## config.mk

```make
export PLATFORM = sky130hd
export DESIGN_NAME = hazard_interlock
export DESIGN_NICKNAME = d
export VERILOG_FILES = /design/src/rtl/ilk_pkg.sv /design/src/rtl/ilk_src_decode.sv /design/src/rtl/ilk_sep_lut.sv /design/src/rtl/ilk_stage_cmp.sv /design/src/rtl/ilk_track.sv /design/src/rtl/hazard_interlock.sv
export SDC_FILE = /design/constraint.sdc
export NUM_CORES = 1
export LEC_CHECK = 0
export ABC_CLOCK_PERIOD_IN_PS = 3350
export BUFFER_PORTS_ARGS = -buffer_cell sky130_fd_sc_hd__buf_2
export CAP_MARGIN = 20
export CORE_MARGIN = 2
export CORE_UTILIZATION = 58
export CTS_CLUSTER_DIAMETER = 120
export DETAILED_ROUTE_END_ITERATION = 8
export GPL_TIMING_DRIVEN = 0
export PLACE_DENSITY = 0.83
export SKIP_CTS_REPAIR_TIMING = 1
export SKIP_LAST_GASP = 1
export SLEW_MARGIN = 20
export SYNTH_ARGS = -nofsm -noshare
export SYNTH_HDL_FRONTEND = slang
export SYNTH_HIERARCHICAL = 1
export SYNTH_SLANG_ARGS = --single-unit
```

## constraint.sdc

```tcl
create_clock -name clk_i -period 3.35 [get_ports clk_i]
set_input_delay 0.335 -clock clk_i [delete_from_list [all_inputs] [get_ports clk_i]]
set_output_delay 0.335 -clock clk_i [all_outputs]
set_load 0.05 [all_outputs]
```

## src/rtl/ilk_pkg.sv

```systemverilog
package ilk_pkg;

  typedef enum logic [2:0] {
    CLS_NOP    = 3'd0,
    CLS_ALU    = 3'd1,
    CLS_LOAD   = 3'd2,
    CLS_LADR   = 3'd3,
    CLS_STORE  = 3'd4,
    CLS_BRANCH = 3'd5,
    CLS_BRL    = 3'd6
  } icls_e;

  // operand need point: general (stage 3), store data (stage 4), branch (stage 2)
  typedef enum logic [1:0] {
    USE_GEN  = 2'd0,
    USE_DATA = 2'd1,
    USE_BR   = 2'd2
  } use_e;

  localparam int NUM_SRC = 3;

  function automatic logic writes_dest(icls_e c);
    return (c == CLS_ALU) || (c == CLS_LOAD) || (c == CLS_LADR) || (c == CLS_BRL);
  endfunction

endpackage

```

## src/rtl/ilk_src_decode.sv

```systemverilog
module ilk_src_decode
  import ilk_pkg::*;
#(
  parameter int REG_W = 5
) (
  input  icls_e             cls_i,
  input  logic [REG_W-1:0]  ra_i,
  input  logic [REG_W-1:0]  rb_i,
  input  logic [REG_W-1:0]  rc_i,
  input  logic              imm_i,
  output logic [REG_W-1:0]  src_reg_o  [NUM_SRC],
  output logic              src_used_o [NUM_SRC],
  output use_e              src_kind_o [NUM_SRC]
);

  // slot 0 = rb, slot 1 = rc, slot 2 = ra (store data)
  always_comb begin
    src_reg_o[0]  = rb_i;
    src_reg_o[1]  = rc_i;
    src_reg_o[2]  = ra_i;
    src_used_o[0] = 1'b0;
    src_used_o[1] = 1'b0;
    src_used_o[2] = 1'b0;
    src_kind_o[0] = USE_GEN;
    src_kind_o[1] = USE_GEN;
    src_kind_o[2] = USE_DATA;
    unique case (cls_i)
      CLS_ALU: begin
        src_used_o[0] = 1'b1;
        src_used_o[1] = !imm_i;
      end
      CLS_LOAD, CLS_LADR: begin
        src_used_o[0] = 1'b1;
      end
      CLS_STORE: begin
        src_used_o[0] = 1'b1;
        src_used_o[2] = 1'b1;
      end
      CLS_BRANCH, CLS_BRL: begin
        src_used_o[0] = 1'b1;
        src_used_o[1] = !imm_i;
        src_kind_o[0] = USE_BR;
        src_kind_o[1] = USE_BR;
      end
      default: ;
    endcase
  end

endmodule

```

## src/rtl/ilk_sep_lut.sv

```systemverilog
module ilk_sep_lut
  import ilk_pkg::*;
#(
  parameter int NUM_OLDER = 3,
  parameter int SEP_W     = $clog2(NUM_OLDER + 2)
) (
  input  icls_e             prod_cls_i,
  input  use_e              kind_i,
  input  logic              fwd_en_i,
  output logic [SEP_W-1:0]  sep_o
);

  localparam logic [SEP_W-1:0] SEP_WB = SEP_W'(NUM_OLDER + 1);

  always_comb begin
    sep_o = SEP_W'(1);
    if (!fwd_en_i) begin
      sep_o = SEP_WB;
    end else begin
      unique case (prod_cls_i)
        CLS_ALU, CLS_LADR: sep_o = (kind_i == USE_BR) ? SEP_W'(2) : SEP_W'(1);
        CLS_LOAD: begin
          unique case (kind_i)
            USE_GEN:  sep_o = SEP_W'(2);
            USE_BR:   sep_o = SEP_W'(3);
            default:  sep_o = SEP_W'(1);
          endcase
        end
        default: sep_o = SEP_W'(1);
      endcase
    end
  end

endmodule

```

## src/rtl/ilk_stage_cmp.sv

```systemverilog
module ilk_stage_cmp
  import ilk_pkg::*;
#(
  parameter int REG_W     = 5,
  parameter int NUM_OLDER = 3,
  parameter int DIST      = 1
) (
  input  logic              fwd_en_i,
  input  logic              stg_valid_i,
  input  icls_e             stg_cls_i,
  input  logic [REG_W-1:0]  stg_dst_i,
  input  logic [REG_W-1:0]  src_reg_i  [NUM_SRC],
  input  logic              src_used_i [NUM_SRC],
  input  use_e              src_kind_i [NUM_SRC],
  output logic              hit_o
);

  localparam int SEP_W = $clog2(NUM_OLDER + 2);
  localparam logic [SEP_W-1:0] DIST_V = SEP_W'(DIST);

  logic producer;
  logic [NUM_SRC-1:0] slot_hit;

  assign producer = stg_valid_i && writes_dest(stg_cls_i) && (stg_dst_i != '0);

  for (genvar s = 0; s < NUM_SRC; s++) begin : g_slot
    logic [SEP_W-1:0] sep;
    ilk_sep_lut #(.NUM_OLDER(NUM_OLDER), .SEP_W(SEP_W)) u_lut (
      .prod_cls_i (stg_cls_i),
      .kind_i     (src_kind_i[s]),
      .fwd_en_i   (fwd_en_i),
      .sep_o      (sep)
    );
    assign slot_hit[s] = src_used_i[s] && (src_reg_i[s] == stg_dst_i) && (DIST_V < sep);
  end

  assign hit_o = producer && |slot_hit;

endmodule

```

## src/rtl/ilk_track.sv

```systemverilog
module ilk_track
  import ilk_pkg::*;
#(
  parameter int REG_W     = 5,
  parameter int NUM_OLDER = 3
) (
  input  logic              clk_i,
  input  logic              rst_ni,
  input  logic              push_valid_i,
  input  icls_e             push_cls_i,
  input  logic [REG_W-1:0]  push_dst_i,
  input  logic              stall_i,
  output logic              stg_valid_o [NUM_OLDER],
  output icls_e             stg_cls_o   [NUM_OLDER],
  output logic [REG_W-1:0]  stg_dst_o   [NUM_OLDER],
  output logic              bubble_o
);

  for (genvar k = 0; k < NUM_OLDER; k++) begin : g_stg
    if (k == 0) begin : g_head
      always_ff @(posedge clk_i or negedge rst_ni) begin
        if (!rst_ni) begin
          stg_valid_o[0] <= 1'b0;
          stg_cls_o[0]   <= CLS_NOP;
          stg_dst_o[0]   <= '0;
        end else begin
          stg_valid_o[0] <= push_valid_i && !stall_i;
          stg_cls_o[0]   <= stall_i ? CLS_NOP : push_cls_i;
          stg_dst_o[0]   <= stall_i ? '0 : push_dst_i;
        end
      end
    end else begin : g_body
      always_ff @(posedge clk_i or negedge rst_ni) begin
        if (!rst_ni) begin
          stg_valid_o[k] <= 1'b0;
          stg_cls_o[k]   <= CLS_NOP;
          stg_dst_o[k]   <= '0;
        end else begin
          stg_valid_o[k] <= stg_valid_o[k-1];
          stg_cls_o[k]   <= stg_cls_o[k-1];
          stg_dst_o[k]   <= stg_dst_o[k-1];
        end
      end
    end
  end

  always_ff @(posedge clk_i or negedge rst_ni) begin
    if (!rst_ni) bubble_o <= 1'b0;
    else         bubble_o <= stall_i;
  end

  if (NUM_OLDER > 1) begin : g_chk
    AST_BUBBLE_MOVES_ON: assert property (@(posedge clk_i) disable iff (!rst_ni)
      bubble_o |=> !stg_valid_o[1]);
  end

endmodule

```

## src/rtl/hazard_interlock.sv

```systemverilog
module hazard_interlock
  import ilk_pkg::*;
#(
  parameter int REG_W     = 5,
  parameter int NUM_OLDER = 3
) (
  input  logic              clk_i,
  input  logic              rst_ni,
  input  logic              fwd_en_i,
  input  logic              dec_valid_i,
  input  logic [2:0]        dec_cls_i,
  input  logic [REG_W-1:0]  dec_ra_i,
  input  logic [REG_W-1:0]  dec_rb_i,
  input  logic [REG_W-1:0]  dec_rc_i,
  input  logic              dec_imm_i,
  output logic              stall_o,
  output logic              bubble_o
);

  localparam int RUN_W = $clog2(NUM_OLDER + 2);

  icls_e             dec_cls;
  logic [REG_W-1:0]  src_reg  [NUM_SRC];
  logic              src_used [NUM_SRC];
  use_e              src_kind [NUM_SRC];
  logic              stg_valid [NUM_OLDER];
  icls_e             stg_cls   [NUM_OLDER];
  logic [REG_W-1:0]  stg_dst   [NUM_OLDER];
  logic [NUM_OLDER-1:0] hit;

  assign dec_cls = icls_e'(dec_cls_i);

  ilk_src_decode #(.REG_W(REG_W)) u_dec (
    .cls_i      (dec_cls),
    .ra_i       (dec_ra_i),
    .rb_i       (dec_rb_i),
    .rc_i       (dec_rc_i),
    .imm_i      (dec_imm_i),
    .src_reg_o  (src_reg),
    .src_used_o (src_used),
    .src_kind_o (src_kind)
  );

  for (genvar k = 0; k < NUM_OLDER; k++) begin : g_cmp
    ilk_stage_cmp #(.REG_W(REG_W), .NUM_OLDER(NUM_OLDER), .DIST(k + 1)) u_cmp (
      .fwd_en_i    (fwd_en_i),
      .stg_valid_i (stg_valid[k]),
      .stg_cls_i   (stg_cls[k]),
      .stg_dst_i   (stg_dst[k]),
      .src_reg_i   (src_reg),
      .src_used_i  (src_used),
      .src_kind_i  (src_kind),
      .hit_o       (hit[k])
    );
  end

  assign stall_o = dec_valid_i && |hit;

  ilk_track #(.REG_W(REG_W), .NUM_OLDER(NUM_OLDER)) u_track (
    .clk_i        (clk_i),
    .rst_ni       (rst_ni),
    .push_valid_i (dec_valid_i),
    .push_cls_i   (dec_cls),
    .push_dst_i   (dec_ra_i),
    .stall_i      (stall_o),
    .stg_valid_o  (stg_valid),
    .stg_cls_o    (stg_cls),
    .stg_dst_o    (stg_dst),
    .bubble_o     (bubble_o)
  );

  // consecutive stall cycles seen before the current one
  logic [RUN_W-1:0] stall_run_q;
  always_ff @(posedge clk_i or negedge rst_ni) begin
    if (!rst_ni)                            stall_run_q <= '0;
    else if (!stall_o)                      stall_run_q <= '0;
    else if (stall_run_q != RUN_W'(NUM_OLDER)) stall_run_q <= stall_run_q + 1'b1;
  end

  AST_BUBBLE_FOLLOWS: assert property (@(posedge clk_i) disable iff (!rst_ni)
    stall_o |=> bubble_o);
  AST_NO_STRAY_BUBBLE: assert property (@(posedge clk_i) disable iff (!rst_ni)
    !stall_o |=> !bubble_o);
  AST_STALL_DRAINS: assert property (@(posedge clk_i) disable iff (!rst_ni)
    stall_o |-> (stall_run_q < RUN_W'(NUM_OLDER)));
  AST_IDLE_NO_STALL: assert property (@(posedge clk_i) disable iff (!rst_ni)
    $fell(dec_valid_i) |-> !stall_o);

endmodule

```

## Word level (Yosys, flattened, before mapping)

Index checks and enable logic that the tools add are counted.
Widths: inputs -> output; s select.

- Register bits after elaboration: 28
- Input port bits: 23
- Output and inout port bits: 2
- Word-level logic and storage cells: 126

- $lt $le $gt $ge: 9
- Eq/ne operators: 29
- Mux-type cells: 23
- Reduce and logical (&&, ||, !) cells: 55

Operator list:

| cell | count |
|---|---|
| $eq 5x5->1 | 9 |
| $logic_and 1x1->1 | 29 |
| $eq 3x2->1 const B | 8 |
| $mux 3 | 8 |
| $pmux 2 s2 | 6 |
| $eq 3x3->1 const B | 6 |
| $lt 2x3->1 const A | 6 |
| $reduce_bool 5->1 | 3 |
| $reduce_or 3->1 | 5 |
| $eq 3x1->1 const B | 4 |
| $pmux 3 s2 | 2 |
| $logic_or 1x1->1 | 9 |
| $lt 1x3->1 const A | 3 |
| $reduce_or 2->1 | 4 |
| $reduce_or 6->1 | 1 |
| $mux 5 | 1 |
| $eq 2x2->1 const B | 2 |
| $logic_not 2->1 | 2 |
| $mux 2 | 2 |
| $mux 4 | 1 |
| $mux 1 | 3 |
| $logic_not 1->1 | 2 |

## Depth between registers and ports, before layout

- Depth after elaboration: 15
- Depth in mapped cells: 10
- Depth with buffers taken out: 9

## Cells and area by module

Netlist, hierarchy kept.

Modules (own cells, without submodules):

| module | times used | cells an instance | area each (µm²) | sequential area each (µm²) |
|---|---|---|---|---|
| ilk_track | 1 | 37 | 757.0 | 700.7 |
| ilk_sep_lut | 9 | 7 | 50.0 | 0.0 |
| ilk_stage_cmp at g_cmp[1].u_cmp | 1 | 30 | 221.5 | 0.0 |
| ilk_stage_cmp at g_cmp[0].u_cmp | 1 | 26 | 219.0 | 0.0 |
| ilk_src_decode | 1 | 31 | 212.7 | 0.0 |
| ilk_stage_cmp at g_cmp[2].u_cmp | 1 | 26 | 201.4 | 0.0 |
| hazard_interlock | 1 | 1 | 8.8 | 0.0 |

## Worst setup path before layout

No wires, ideal clock.

- Path type: input to output
- Start point: input port dec_cls_i[1]
- End point: output port stall_o
- Arrival: 2.476 ns
- Data required time: 3.015 ns
- Slack: 0.539 ns
- Stages on the path: 9
- Path buffers: 1
- Cell sequence: nand2b_1 > a21boi_1 > buf_4 > mux2i_1 > nor4_1 > a21oi_2 > nor4_1 > o31a_1 > o31a_1

RTL lines:

| what | line | source |
|---|---|---|
| start, declared | hazard_interlock.sv:11 | `input logic [2:0] dec_cls_i,` |
| end, declared | hazard_interlock.sv:16 | `output logic stall_o,` |

==> impl_results.md <==
* Startpoint types: primary input
* Crit-path cells: buf_2 > nand2b_1 > a21boi_1 > buf_4 > mux2i_1 > nor4_1 > a21oi_2 > nor4_1 > o31a_1 > o31a_1 > buf_2
* Hold_ws at -16.8 ps
* CTS tree: done
* Min-Delay Path Class: primary input to async pin
* Crit path DAT at around 2800 ps
* Number of filler cells placed in the layout at 250
* Die area at roughly 3600 um2
* Measured slew at the worst slew-check pin at about 590 ps
* Number of buffers created by CTS at 3
* Cells after Synth at between 150 and 200
* Vias in the first global route at 1407
* Die Span Y at 60.4 um
* Placed instance area at between 1500 and 2000 um2
* Top Ports at 25
* Setup TNS Final at 0 ps
* Crit path from: dec_cls_i[1]
* Critical Path Sink: stall_o
* CP max-delay cell: o31a_1
* Cell depth of the worst setup path at 11
* Final setup viols at 0
* FF-to-FF End: u_track/stg_dst_o[14]
* Design area at roughly 2000 um2
* Skew-Pair Late Insertion Delay at ~330 ps
* Failing checks: hold timing
* Max Cap Violations at 0
* Max-slew violations at 0
* R2R depth at 7
* Period utilisation layout at a little over nine tenths
* GRT Total Usage at a little under a quarter
* Status: finished, violations left
* First-pass GRT wire length at 6.35 mm
* Root Buffer Master: clkbuf_4
* Chip width at 60.4 um
* Slowest cell delay on critical path at roughly 430 ps
* Yosys Warn Count at 6
* Area Overhead vs Synth at 9.17%
* Clock sink count at 28
* Drt wl/cell at around 16 um
* Routability congestion estimate at between 0.9 and 1
* WS Path Type: primary input to primary output
* Initial Utilization at 60.8%
* GRT overflow at 0
* Crit path time final at between 3000 and 4000 ps
* Largest net degree at the start of global routing at 29
* DRT iter0 DRCs at around 110
* Layout cell share with drive strength beyond 1 at ~20%
* R2r setup slk at slightly above 1000 ps
* Cell Rows at 20
* CP max FO at 11
* CTS H-Tree Depth at 1
* Clk slew on worst S/H paths at 150 ps
* DP HPWL at 3.07 mm
* Vias post-DR at around 1.4k
* Vias/cell at about 5.5
* IO Port Bufs at 14
* ANT nets after route at 0
* Drt first pass iters at 4
* Avg Inst Size Synth at around 10 um2
* Antenna violations before repair at 0
* Power Density at 342 nW/um2
* Worst vdd ir at 256 uV
* WP data required at between 3000 and 4000 ps
* CP endpoint kind: primary output
* N_diodes at 0
* Max Freq at 316 MHz
* Slew HR at between 60% and 70%
* Leakage at 0.873 nW
* CP top delay family: compound AO/OA/AOI/OAI gates
* Core area at ~3000 um2
* RSZ-0062 raised after global routing: no
* Critical R2R Launch: u_track/stg_cls_o[3]
* Hold Fails Final Rpt at 28
* Mapped Area at ~1800 um2
* # nets final at roughly 230
* Routed wire length at about 3.8 mm
* WP buf/inv at 3
* Layout Skew at approximately 6.5 ps
* DRC Markers at 0
* CTS Buffer Depth at 2
-- cell type report --
| cell class | instances | area (um2) | area share, % |
|---|---|---|---|
| Buffer | 20 | 150 | 7.47 |
| Clock buffer | 4 | 36.3 | 1.80 |
| Multi-Input combinational cell | 126 | 953 | 47.4 |
| Timing Repair Buffer | 14 | 70.1 | 3.48 |
| Sequential cell | 28 | 701 | 34.8 |
| Inverter | 12 | 45.0 | 2.24 |
| Tap cell | 44 | 55.1 | 2.74 |
-- state kept, by name, summed over array words and instances (netlist names) --
| register | cells |
|---|---|
| u_track/stg_cls_o | 9 |
| u_track/stg_dst_o | 15 |
| u_track/stg_valid_o | 3 |
| u_track/bubble_o | 1 |
-- layer usage --
metal | wire length (um) | part of all wire, % | GRT usage [%] | vias up
li1 | - | - | - | 668
met1 | 1570 | 41 | 28.6 | 647
met2 | 2000 | 52 | 42.7 | 37
met3 | 134 | 3.5 | 3.41 | 18
met4 | 143 | 3.7 | 10.2 | 0
met5 | 0 | 0 | 0 | -
-- layout by cell type (no fill, tap or decap), types with 2 or more instances in the layout --
cell,n
a211oi_1,3
a21oi_1,6
buf_2,14
buf_4,20
clkbuf_4,3
conb_1,4
dfrtp_1,28
inv_1,12
mux2i_1,6
nand2b_1,2
nand4_1,6
nor2_1,4
nor2b_1,9
nor3_1,2
nor4_1,13
nor4_2,2
nor4b_1,3
nor4bb_1,3
o2111ai_1,3
o211ai_1,2
o31a_1,2
or4_1,2
xnor2_1,15
xor2_1,30
-- worst min-delay path by stage --
stage | depth (start not counted) | to | from | slack, ps
detailed placement | 0 | u_track/stg_valid_o[0] | u_track/stg_valid_o[1] | 360
global placement | 1 | u_track/bubble_o | rst_ni | 360
global route | 1 | u_track/stg_dst_o[10] | rst_ni | 3
finish | 1 | u_track/stg_dst_o[12] | rst_ni | -20
CTS | 1 | u_track/stg_dst_o[12] | rst_ni | -1
floorplan | 0 | u_track/bubble_o | rst_ni | 40
-- per-stage QoR --
stage	power (W)	worst slack (ps)	std cells	util (%)	hold WS, ps
final	0.000688	185	248	66.4	-16.8
after global routing	0.000729	1.29	248	66.4	3.24
after CTS	0.000693	176	248	66.4	-1.19
after detailed placement	0.000530	180	244	65.2	364
after global placement	0.000522	222	244	65.2	359
after floorplan	0.000487	739	186	-	39.4
-- power by group --
group | switching (W) | internal (W)
clock network | 0.0000971 | 0.0000666
registers | 0.0000321 | 0.000356
logic | 0.0000676 | 0.0000688
Note: power is estimated with default switching activity, not from simulation.
